--- config.mk ---
export PLATFORM = sky130hd
export DESIGN_NAME = cfg_dma_launcher
export DESIGN_NICKNAME = d
export VERILOG_FILES = /design/src/rtl/cdl_pkg.sv /design/src/rtl/cdl_cmd_regs.sv /design/src/rtl/cdl_fetch.sv /design/src/rtl/cdl_fifo.sv /design/src/rtl/cfg_dma_launcher.sv
export SDC_FILE = /design/constraint.sdc
export NUM_CORES = 1
export LEC_CHECK = 0
export BUFFER_PORTS_ARGS = -buffer_cell sky130_fd_sc_hd__buf_2
export CAP_MARGIN = 30
export CORE_ASPECT_RATIO = 2
export CORE_UTILIZATION = 35
export CTS_CLUSTER_DIAMETER = 200
export DETAILED_ROUTE_END_ITERATION = 10
export GPL_TIMING_DRIVEN = 0
export REMOVE_ABC_BUFFERS = 1
export SYNTH_ARGS = -nofsm -noshare
export SYNTH_HDL_FRONTEND = slang
export SYNTH_SLANG_ARGS = --single-unit
--- constraint.sdc ---
create_clock -name clk -period 4.4 [get_ports clk]
set_input_delay 0 -clock clk [delete_from_list [all_inputs] [get_ports clk]]
set_output_delay 0 -clock clk [all_outputs]
set_load 0.005 [all_outputs]
--- src/rtl/cdl_pkg.sv ---
package cdl_pkg;

  localparam logic [31:0] NO_DEST = 32'hFFFF_FFFF;

  localparam int EVT_DONE    = 13;
  localparam int EVT_CFG_ERR = 14;
  localparam int EVT_CMD_ERR = 15;

  typedef enum logic [1:0] {
    SEL_SRC_ADDR = 2'd0,
    SEL_DST_ADDR = 2'd1,
    SEL_SRC_LEN  = 2'd2,
    SEL_DST_LEN  = 2'd3
  } reg_sel_e;

  typedef enum logic [1:0] {
    LAUNCH_OK,
    LAUNCH_BUSY,
    LAUNCH_CFG_DONE,
    LAUNCH_WRITEBACK
  } launch_e;

  function automatic logic [31:0] fetch_base(input logic [31:0] a);
    return {a[31:2], 2'b00};
  endfunction

  function automatic logic [31:0] next_word_addr(input logic [31:0] a);
    return a + 32'd4;
  endfunction

  function automatic logic wants_writeback(input logic [31:0] dst, input logic [31:0] dlen);
    return (dst != NO_DEST) && (dlen != 32'd0);
  endfunction

  function automatic launch_e classify(input logic busy, input logic cfg_done,
                                       input logic wb);
    if (busy)          return LAUNCH_BUSY;
    else if (cfg_done) return LAUNCH_CFG_DONE;
    else if (wb)       return LAUNCH_WRITEBACK;
    else               return LAUNCH_OK;
  endfunction

endpackage

--- src/rtl/cdl_cmd_regs.sv ---
module cdl_cmd_regs
  import cdl_pkg::*;
#(
  parameter int unsigned LEN_W = 27
) (
  input  logic             clk,
  input  logic             rst_n,
  input  logic             wr_en,
  input  logic [1:0]       wr_sel,
  input  logic [31:0]      wr_data,
  output logic [31:0]      stg_src,
  output logic [31:0]      stg_dst,
  output logic [LEN_W-1:0] stg_len,
  output logic             start_req
);

  reg_sel_e sel;
  assign sel = reg_sel_e'(wr_sel);

  always_ff @(posedge clk or negedge rst_n) begin
    if (!rst_n) begin
      stg_src <= '0;
      stg_dst <= NO_DEST;
      stg_len <= '0;
    end else if (wr_en) begin
      case (sel)
        SEL_SRC_ADDR: stg_src <= wr_data;
        SEL_DST_ADDR: stg_dst <= wr_data;
        SEL_SRC_LEN:  stg_len <= wr_data[LEN_W-1:0];
        default:      ;
      endcase
    end
  end

  assign start_req = wr_en && (sel == SEL_DST_LEN);

endmodule

--- src/rtl/cdl_fetch.sv ---
module cdl_fetch
  import cdl_pkg::*;
#(
  parameter int unsigned LEN_W = 27
) (
  input  logic             clk,
  input  logic             rst_n,
  input  logic             load,
  input  logic [31:0]      load_base,
  input  logic [LEN_W-1:0] load_words,
  input  logic             active,
  input  logic             credit_ok,
  input  logic             req_ready,
  output logic             req_valid,
  output logic [31:0]      req_addr,
  output logic             req_fire,
  output logic             all_issued
);

  logic [31:0]      addr_q;
  logic [LEN_W-1:0] left_q;

  assign all_issued = (left_q == '0);
  assign req_valid  = active && !all_issued && credit_ok;
  assign req_fire   = req_valid && req_ready;
  assign req_addr   = addr_q;

  always_ff @(posedge clk or negedge rst_n) begin
    if (!rst_n) begin
      addr_q <= '0;
      left_q <= '0;
    end else if (load) begin
      addr_q <= load_base;
      left_q <= load_words;
    end else if (req_fire) begin
      addr_q <= next_word_addr(addr_q);
      left_q <= left_q - 1'b1;
    end
  end

endmodule

--- src/rtl/cdl_fifo.sv ---
module cdl_fifo #(
  parameter int unsigned DATA_W = 32,
  parameter int unsigned DEPTH  = 4,
  localparam int unsigned PTR_W = (DEPTH > 1) ? $clog2(DEPTH) : 1,
  localparam int unsigned CNT_W = $clog2(DEPTH + 1)
) (
  input  logic              clk,
  input  logic              rst_n,
  input  logic              push,
  input  logic [DATA_W-1:0] push_data,
  input  logic              pop,
  output logic              out_valid,
  output logic [DATA_W-1:0] out_data,
  output logic [CNT_W-1:0]  count
);

  logic [DATA_W-1:0] store [DEPTH];
  logic [PTR_W-1:0]  wr_ptr, rd_ptr;
  logic              do_pop;

  function automatic logic [PTR_W-1:0] wrap_inc(input logic [PTR_W-1:0] p);
    return (p == PTR_W'(DEPTH - 1)) ? '0 : p + 1'b1;
  endfunction

  assign out_valid = (count != '0);
  assign out_data  = store[rd_ptr];
  assign do_pop    = pop && out_valid;

  always_ff @(posedge clk) begin
    if (push) store[wr_ptr] <= push_data;
  end

  always_ff @(posedge clk or negedge rst_n) begin
    if (!rst_n) begin
      wr_ptr <= '0;
      rd_ptr <= '0;
      count  <= '0;
    end else begin
      if (push)   wr_ptr <= wrap_inc(wr_ptr);
      if (do_pop) rd_ptr <= wrap_inc(rd_ptr);
      case ({push, do_pop})
        2'b10:   count <= count + 1'b1;
        2'b01:   count <= count - 1'b1;
        default: ;
      endcase
    end
  end

endmodule

--- src/rtl/cfg_dma_launcher.sv ---
module cfg_dma_launcher
  import cdl_pkg::*;
#(
  parameter int unsigned DATA_W     = 32,
  parameter int unsigned LEN_W      = 27,
  parameter int unsigned FIFO_DEPTH = 4,
  localparam int unsigned CNT_W     = $clog2(FIFO_DEPTH + 1)
) (
  input  logic              clk,
  input  logic              rst_n,
  input  logic              reg_wr_en,
  input  logic [1:0]        reg_wr_sel,
  input  logic [31:0]       reg_wr_data,
  input  logic              fabric_done,
  output logic              mem_req_valid,
  input  logic              mem_req_ready,
  output logic [31:0]       mem_req_addr,
  input  logic              mem_rsp_valid,
  input  logic [DATA_W-1:0] mem_rsp_data,
  output logic              cfg_valid,
  input  logic              cfg_ready,
  output logic [DATA_W-1:0] cfg_data,
  output logic              busy,
  output logic [31:0]       evt_vec
);

  logic [31:0]      stg_src, stg_dst;
  logic [LEN_W-1:0] stg_len;
  logic             start_req;

  logic             busy_q, wait_q, done_q, cmd_err_q, cfg_err_q;
  logic [CNT_W-1:0] osd_q, fifo_cnt;
  logic             credit_ok, req_fire, all_issued;
  logic             launch_go, finish;
  launch_e          verdict;

  cdl_cmd_regs #(.LEN_W(LEN_W)) u_regs (
    .clk       (clk),
    .rst_n     (rst_n),
    .wr_en     (reg_wr_en),
    .wr_sel    (reg_wr_sel),
    .wr_data   (reg_wr_data),
    .stg_src   (stg_src),
    .stg_dst   (stg_dst),
    .stg_len   (stg_len),
    .start_req (start_req)
  );

  assign verdict   = classify(busy_q, fabric_done, wants_writeback(stg_dst, reg_wr_data));
  assign launch_go = start_req && (verdict == LAUNCH_OK);

  // Requests in flight plus words held never exceed the buffer depth.
  assign credit_ok = ({1'b0, osd_q} + {1'b0, fifo_cnt}) < (CNT_W + 1)'(FIFO_DEPTH);

  cdl_fetch #(.LEN_W(LEN_W)) u_fetch (
    .clk        (clk),
    .rst_n      (rst_n),
    .load       (launch_go),
    .load_base  (fetch_base(stg_src)),
    .load_words (stg_len),
    .active     (busy_q),
    .credit_ok  (credit_ok),
    .req_ready  (mem_req_ready),
    .req_valid  (mem_req_valid),
    .req_addr   (mem_req_addr),
    .req_fire   (req_fire),
    .all_issued (all_issued)
  );

  cdl_fifo #(.DATA_W(DATA_W), .DEPTH(FIFO_DEPTH)) u_buf (
    .clk       (clk),
    .rst_n     (rst_n),
    .push      (mem_rsp_valid),
    .push_data (mem_rsp_data),
    .pop       (cfg_ready),
    .out_valid (cfg_valid),
    .out_data  (cfg_data),
    .count     (fifo_cnt)
  );

  always_ff @(posedge clk or negedge rst_n) begin
    if (!rst_n) begin
      osd_q <= '0;
    end else begin
      case ({req_fire, mem_rsp_valid})
        2'b10:   osd_q <= osd_q + 1'b1;
        2'b01:   osd_q <= osd_q - 1'b1;
        default: ;
      endcase
    end
  end

  assign finish = busy_q && all_issued &&
                  (!wait_q || ((osd_q == '0) && (fifo_cnt == '0)));

  always_ff @(posedge clk or negedge rst_n) begin
    if (!rst_n) begin
      busy_q    <= 1'b0;
      wait_q    <= 1'b0;
      done_q    <= 1'b0;
      cmd_err_q <= 1'b0;
      cfg_err_q <= 1'b0;
    end else begin
      done_q    <= 1'b0;
      cmd_err_q <= 1'b0;
      cfg_err_q <= 1'b0;
      if (finish) begin
        busy_q <= 1'b0;
        done_q <= 1'b1;
      end
      if (start_req) begin
        case (verdict)
          LAUNCH_OK: begin
            wait_q <= stg_src[0];
            if (stg_len == '0) done_q <= 1'b1;
            else               busy_q <= 1'b1;
          end
          LAUNCH_CFG_DONE: cfg_err_q <= 1'b1;
          default:         cmd_err_q <= 1'b1;
        endcase
      end
    end
  end

  assign busy = busy_q;

  always_comb begin
    evt_vec              = '0;
    evt_vec[EVT_DONE]    = done_q;
    evt_vec[EVT_CFG_ERR] = cfg_err_q;
    evt_vec[EVT_CMD_ERR] = cmd_err_q;
  end

endmodule

==> results of run 1 <==
registers in the layout, summed over array words and instances (netlist names), 3 cells and up:
signal and count:
osd_q 3, u_buf.count 3, u_buf.store 128, u_fetch.left_q 27, u_fetch.req_addr 30, u_regs.stg_dst 32, u_regs.stg_len 27, u_regs.stg_src 31
through the flow:
step / cells / hold slack, ps / setup TNS (ps) / power, mW / util, %
2_1_floorplan: 847 / -296 / 0 / 4.77 / -
3_3_place_gp: 1432 / 212 / -120130 / 5.51 / 38.4
3_5_place_dp: 1448 / -65.3 / 0 / 5.71 / 39.4
4_1_cts: 1569 / 9.76 / 0 / 8.03 / 43.9
5_1_grt: 1569 / 24.1 / 0 / 8.35 / 43.9
6_report: 1569 / 44.6 / 0 / 7.91 / 43.9
area by class of cell:
cell class / count / area share [%]
multi-input cells: 540 / 27.7
flip-flops and latches: 290 / 51.4
repair buffers: 230 / 11.6
well taps: 445 / 3.60
clock buffers: 35 / 4.76
clock inverters: 12 / 0.631
inverters: 17 / 0.421
power by group through the flow:
stage	sequential [mW]	clock (mW)	combinational (mW)
final	3.66	2.23	2.01
after global routing	3.71	2.40	2.24
after CTS	3.66	2.31	2.06
after detailed placement	3.71	0	2.00
after global placement	3.77	0	1.75
after floorplan	3.64	0	1.12
timing repair:
item,4_1_cts,5_1_grt
hold buffers,74,0
hold endpoints to repair,363,0
gates resized for setup,0,0
logic make-up (layout without fill, tap and decap cells):
group           Yosys count  count (layout)  synth area share, %
fa+ha+maj                13              13                 1.41
simple gates            230             230                 9.60
other cells               1              31               0.0298
flops                   290             290                 63.0
buf+inv                  92             294                 4.15
mux                     125             125                 14.0
xor+xnor                  6               6                0.417
compound gates          135             135                 7.35
cell usage in the layout, fill, tap and decap left out, types with 5 or more instances in the layout:
cell and instances:
and3_1 7, nand2_1 57, buf_2 139, dfrtp_1 128, ha_1 11, nand4_1 17, a32oi_1 6, conb_1 31
nor2_1 39, mux2_2 91, a221o_1 15, o21ai_0 32, o311ai_0 6, inv_1 16, buf_16 6, nand3_1 23
o211ai_1 10, a21oi_1 21, or3_1 10, mux4_2 32, nor4_1 26, clkbuf_1 5, dlygate4sd3_1 73, nor3_1 15
buf_12 5, edfxtp_1 128, clkbuf_16 27, o21ai_1 13, dfstp_2 32
synthesized netlist by cell type (3+ instances only):
library cell  instances  area [µm²]
xor2_1                4        35.0
mux2_2               91        1020
nor2_1               40         150
o41ai_1               3        26.3
nor4_1               26         163
a32oi_1               6        52.6
ha_1                 11         138
edfxtp_1            128        3840
nor3b_1               5        37.5
a21o_1                4        30.0
o311ai_0              6        52.6
a311oi_1              3        26.3
nor3_1               15        75.1
mux4_2               32         721
inv_1                16        60.1
o311ai_1              3        26.3
buf_1                 4        15.0
dfstp_2              32         841
nand4_1              17         106
a221o_1              15         150
dfrtp_1             130        3250
and2_1                7        43.8
buf_2                 6        30.0
a22oi_1               3        22.5
clkbuf_1             24        90.1
o21ai_1              13        65.1
buf_6                 4        45.0
o21ai_0              32         160
nand2_1              57         214
buf_4                37         278
or3_1                10        62.6
and4_1                4        35.0
a21oi_1              21         105
and3_1                7        43.8
a31oi_1               3        18.8
o211ai_1             10        75.1
nand3_1              23         115
nand3b_1              3        22.5
or4_1                 3        22.5
routing by layer:
layer  share of wire [%]  wire length, µm  vias to the layer above
met2                  56            17300                      233
li1                    -                -                     3775
met1                  36            11100                     4156
met4                 4.1             1260                        2
met5               0.055               17                        -
met3                 3.9             1210                       56
critical path: stages, from the launching register on:
cell      delay [ps]
dfrtp_1          390
inv_1            110
ha_1             220
or4b_1           570
nor2_2           410
a41oi_4          430
clkinv_2         290
buf_16           260
ha_1             240
inv_1             60
fa_1             380
xor2_1           150
nor2_1           130
xor2_1           150
path summary, 6_finish.rpt:
kind                                                   to  cells past startpoint
min reg2reg                            wait_q$_DFFE_PN0P_                      2
max in group asynchronous     u_buf.rd_ptr[0]$_DFFE_PN0P_                      3
max                                  osd_q[2]$_DFFE_PN0P_                     13
min                        u_regs.stg_dst[19]$_DFFE_PN1P_                      2
min in group clk           u_fetch.left_q[20]$_DFFE_PN0P_                      5
max reg2reg                          osd_q[2]$_DFFE_PN0P_                     13
==> flow_summary.json, run 1 <==
{
  "avgRoutedWirePerCell_um": 19.7,
  "cts_buffer_depth": 3,
  "met1_usage_pct": 17.9,
  "antenna_found_initial": 1,
  "drcViolationCount": 0,
  "top_usage_layer": "met2",
  "r2r_slack_ps": 440,
  "crit_type": "reg -> reg",
  "pre_cts_ws_ps": 469,
  "grt_max_degree": 115,
  "power_leakage_nw": 6.10,
  "place.gp.congestion": 0.771,
  "finalCritPeriodShare_pct": 90.1,
  "grtUsageMet2_pct": 33.0,
  "final_antenna_net_count": 0,
  "ys_async_sr_fraction_pct": 55.9,
  "port_buffers": 140,
  "status": "finished, final reports clean",
  "grt-ovfl-total": 0,
  "power_density_nw_per_um2": 512,
  "core_um2": 35200,
  "timing.rr.start": "u_fetch.left_q[0]$_DFFE_PN0P_",
  "comb_power_share_pct": 25.5,
  "critPathArrivalTime_ps": 4420,
  "drt-initial-drc-count": 456,
  "max_slew_margin_pct": 30.7,
  "regArea_um2": 7940,
  "cts_root_buf": "clkbuf_16",
  "synth_cell_types": 66,
  "synth_edf_count": 128,
  "dieArea_um2": 36800,
  "synth_area_um2": 12600,
  "cts_sinks": 290,
  "area_growth_syn_to_layout_pct": 22.7,
  "ir_worst_vdd_uv": 384,
  "fin_ws_ps": 437,
  "multi_input_area_um2": 4280,
  "fmax_mhz": 252,
  "syn_inst": 892,
  "die_h_um": 270,
  "clk_pin_slew_ps": 70,
  "power_frac_seq_pct": 46.3,
  "grt_pass1_wl_um": 48200,
  "fillers": 3209,
  "syn_avg_cell_area_um2": 14.1,
  "design_area_um2": 15500,
  "htree_num_levels": 1,
  "critPathMaxFanout": 62,
  "fin_nets": 1191,
  "chipWidth_um": 136,
  "cp_data_required_time_ps": 4860,
  "rsz0062_at_grt": "no",
  "cts_buffers": 26,
  "antenna_cells": 0,
  "cts_tree": "built",
  "synth_ff_type": "dfrtp_1",
  "postCtsSetupRepairBufs": 0,
  "viasPerCell": 5.24,
  "num_vias": 8222,
  "min_path_type": "in -> async",
  "io_pins": 172,
  "crit_path_end_kind": "flip-flop",
  "setup_viol": 0,
  "maxSlewViolCount": 0,
  "place_area_um2": 13900,
  "layout-drive-gt1-share_pct": 32.9,
  "swShare_pct": 29.5,
  "ys_ff_latch": 290,
  "met3_usage_pct": 2.12,
  "worst_setup_path_start_kind": "flip-flop",
  "dpl.hpwl_um": 21200,
  "finalHoldViolCount": 0,
  "first_pass_iters": 4,
  "start_util_pct": 35.8,
  "maxCapViolCount": 0,
  "p_int_mw": 5.57,
  "finalClockSkew_ps": 12.4,
  "wirelength_um": 30900,
  "net-switching-power_mw": 2.34,
  "ys_seq_area_share_pct": 63.0,
  "yosysWarnings": 0,
  "clk_latency_ps": 530,
  "rows": 97,
  "clkPwrFrac_pct": 28.3,
  "grt_use_total_pct": 17.1,
  "grt_pass1_vias": 8638,
  "tightest_slew_ps": 1030,
  "period_needed_ps": 3960,
  "cp-startpoint": "u_fetch.left_q[0]$_DFFE_PN0P_"
}
Note: power is estimated with default switching activity, not from simulation.
==> run 2: changes to the inputs <==
--- a/config.mk
+++ b/config.mk
@@ -5,13 +5,16 @@
 export SDC_FILE = /design/constraint.sdc
 export NUM_CORES = 1
 export LEC_CHECK = 0
+export ABC_AREA = 1
 export BUFFER_PORTS_ARGS = -buffer_cell sky130_fd_sc_hd__buf_2
 export CAP_MARGIN = 30
 export CORE_ASPECT_RATIO = 2
-export CORE_UTILIZATION = 35
+export CORE_UTILIZATION = 53
 export CTS_CLUSTER_DIAMETER = 200
+export CTS_CLUSTER_SIZE = 40
 export DETAILED_ROUTE_END_ITERATION = 10
 export GPL_TIMING_DRIVEN = 0
+export PLACE_DENSITY = 0.74
 export REMOVE_ABC_BUFFERS = 1
 export SYNTH_ARGS = -nofsm -noshare
 export SYNTH_HDL_FRONTEND = slang
==> run 2 against run 1 <==
  * Setup slack gained 760 ps
  * Register-to-register slack improved by 760 ps
  * Die area decreased by 29%
  * Power shrank 8.1%
  * Flip-flop and latch count did not move
  * Fmax grew 24%
  * First-iteration DRC count rose by 50%
  * Core utilization rose by 18 points
  * Sequential share of layout area shrank 0.091 points
  * Routed wire length increased by 1.8%
  * Worst hold slack got worse by 18 ps
  * Non-clock buffer count shrank 5
  * Largest cell class unchanged
  * Highest routed layer is now met4
==> flow_summary.json, run 2 <==
{
  "r2r-end": "osd_q[2]$_DFFE_PN0P_",
  "tightest_slew_ps": 892,
  "cts_root_buf": "clkbuf_16",
  "status": "finished, final reports clean",
  "finalClockSkew_ps": 51.6,
  "wirelength_um": 31500,
  "min_path_type": "in -> async",
  "area_growth_syn_to_layout_pct": 14.9,
  "drcViolationCount": 0,
  "fin_nets": 1703,
  "syn_inst": 1444,
  "grt_max_degree": 103,
  "avgRoutedWirePerCell_um": 16.1,
  "ir_worst_vdd_uv": 487,
  "yosysWarnings": 0,
  "layout_commonest_cell": "nand2_1",
  "viasPerCell": 5.33,
  "critical_path.slowest_cell": "nand3_4",
  "ys_ff_latch": 290,
  "fillers": 2092,
  "critPathMaxFanout": 51,
  "io_pins": 172,
  "synth_edf_count": 128,
  "ys_seq_area_share_pct": 58.9,
  "worst_setup_path_start_kind": "flip-flop",
  "htree_num_levels": 1,
  "dieArea_um2": 26100,
  "antenna_found_initial": 0,
  "place.gp.congestion": 0.863,
  "first_pass_iters": 5,
  "r2r_cells": 12,
  "yosysMostFrequentCell": "nand2_1",
  "syn_avg_cell_area_um2": 9.33,
  "grt_pass1_wl_um": 49000,
  "timing.rr.start": "u_fetch.left_q[0]$_DFFE_PN0P_",
  "cts_tree": "built",
  "fin_ws_ps": 1200,
  "synth_area_um2": 13500,
  "path_cells": "inv_1 > ha_1 > nand2_2 > nor2_8 > nand4_4 > nand3_4 > ha_1 > inv_1 > fa_1 > a21oi_1 > o21ai_0 > xor2_1",
  "finalHoldViolCount": 0,
  "grt_use_total_pct": 24.0,
  "maxSlewViolCount": 0,
  "cts_sinks": 290,
  "start_util_pct": 53.8,
  "postCtsSetupRepairBufs": 0,
  "cts_buffers": 11,
  "max_slew_margin_pct": 40.1,
  "top_regs": "u_buf.store: 128 flops, u_regs.stg_dst: 32 flops, u_regs.stg_src: 31 flops",
  "power_density_nw_per_um2": 469,
  "ys_async_sr_fraction_pct": 55.9,
  "synthTopCellsByArea": "edfxtp_1 (29%), dfrtp_1 (24%), nand2_1 (8.9%), o21ai_0 (7.0%), dfstp_2 (6.2%)",
  "synth_top_area_share_pct": 28.5,
  "final_cells": 1957,
  "core_um2": 25000,
  "num_vias": 10400,
  "drt-initial-drc-count": 686,
  "setup_viol": 0,
  "period_needed_ps": 3200,
  "r2r_slack_ps": 1200,
  "critPathArrivalTime_ps": 3590,
  "rows": 82,
  "finalCritPeriodShare_pct": 72.8,
  "die_h_um": 227,
  "critPathMaxStageDelay_ps": 550,
  "synth_ff_type": "dfrtp_1",
  "antenna_cells": 0,
  "maxCapViolCount": 0,
  "pre_cts_ws_ps": 1220,
  "cts_buffer_depth": 3,
  "synth_cell_types": 38,
  "port_buffers": 140,
  "clk_pin_slew_ps": 140,
  "layout-drive-gt1-share_pct": 13.8,
  "crit_path_end_kind": "flip-flop",
  "rsz0062_at_grt": "no",
  "clk_latency_ps": 500,
  "fmax_mhz": 312,
  "dpl.hpwl_um": 21200,
  "crit_type": "reg -> reg",
  "final_antenna_net_count": 0,
  "synth_top_cell_by_area": "edfxtp_1",
  "grt-ovfl-total": 0,
  "grt_pass1_vias": 10200,
  "layout_common_cells": "nand2_1 (318), o21ai_0 (188), nor2_1 (173)",
  "critical_path_buf_inv_count": 2,
  "power_leakage_nw": 6.86,
  "critical-path-top-delay-family": "simple AND/OR/NAND/NOR gates",
  "largest_reg_flops": 128,
  "cp_data_required_time_ps": 4790,
  "dp_cells": 1866,
  "synth_common_cells": "nand2_1 (320), o21ai_0 (188), nor2_1 (173), dfrtp_1 (130), edfxtp_1 (128)",
  "largest_register": "u_buf.store",
  "chipWidth_um": 115
}
==> run 2: cell types whose count changed after synthesis, moves of 15 or more <==
| cell | delta |
|---|---|
| o22ai_1 | +30 |
| nor4_1 | -26 |
| nand3_1 | +101 |
| nor2_1 | +133 |
| o21ai_0 | +156 |
| inv_1 | +88 |
| mux2_2 | -91 |
| nand2_1 | +263 |
| mux4_2 | -32 |
| a21oi_1 | -18 |
| clkbuf_1 | +19 |
| a221o_1 | -15 |
| xnor2_1 | +22 |
==> run 2: how the worst max path moves through the flow <==
stage                     slack (ps)                           from                   end  cells after the start
final                           1200  u_fetch.left_q[0]$_DFFE_PN0P_  osd_q[2]$_DFFE_PN0P_                     12
after floorplan                 1110                 busy$_DFF_PN0_      done_q$_DFF_PN0_                      5
after CTS                       1190  u_fetch.left_q[0]$_DFFE_PN0P_  osd_q[2]$_DFFE_PN0P_                     12
after global placement         -1180                 busy$_DFF_PN0_      done_q$_DFF_PN0_                      5
after detailed placement        1220  u_fetch.left_q[0]$_DFFE_PN0P_  osd_q[2]$_DFFE_PN0P_                     12
after global routing            1050  u_fetch.left_q[0]$_DFFE_PN0P_  osd_q[2]$_DFFE_PN0P_                     12
==> run 2: layout make-up <==
type	instances	area (µm²)	share of cell area [%]
clock inverter	1	30.0	0.194
inverter	107	408	2.63
timing repair buffer	225	1680	10.8
tap	336	420	2.72
clock buffer	16	294	1.90
multi-input combinational	982	4710	30.4
sequential	290	7940	51.3
==> run 2: power by group <==
group	switching, mW	internal, mW	total (mW)	leakage (nW)
Sequential	0.275	3.30	3.57	3.21
Combinational	1.48	0.931	2.41	3.49
Clock	0.791	0.488	1.28	0.153
==> run 2: what timing repair did <==
| action | 4_1_cts | 5_1_grt |
|---|---|---|
| endpoints found under the setup margin | 0 | 0 |
| hold endpoints to repair | 380 | 0 |
| resized for setup | 0 | 0 |
| hold buffers | 74 | 0 |
==> run 2: layer usage <==
metal | wire (µm) | GRT usage (%) | part of all wire (%)
met2 | 17600 | 47.4 | 56
met4 | 1130 | 10.3 | 3.6
met3 | 1240 | 2.50 | 3.9
met5 | 0 | 0 | 0
met1 | 11500 | 24.9 | 37
==> run 2: kinds of logic (layout without fill, tap and decap cells) <==
group	count (synthesis)	count (layout)	synth area share (%)
xor+xnor	42	42	2.73
fa+ha+maj	13	13	1.32
other cells	1	31	0.0278
buf+inv	202	349	7.09
simple gates	668	668	21.0
compound gates	228	228	8.94
flops	290	290	58.9
==> run 2: stage by stage <==
| step | hold slack [ps] | util (%) | TNS (ps) | area (µm²) | total power [mW] |
|---|---|---|---|---|---|
| after CTS | 7.26 | 61.8 | 0 | 15500 | 7.29 |
| after detailed placement | -28.9 | 57.6 | 0 | 14400 | 5.97 |
| after global routing | 39.6 | 61.8 | 0 | 15500 | 7.72 |
| final | 26.5 | 61.8 | 0 | 15500 | 7.27 |
| after floorplan | -296 | - | 0 | 13000 | 5.04 |
| after global placement | 209 | 56.6 | -61240 | 14200 | 5.80 |
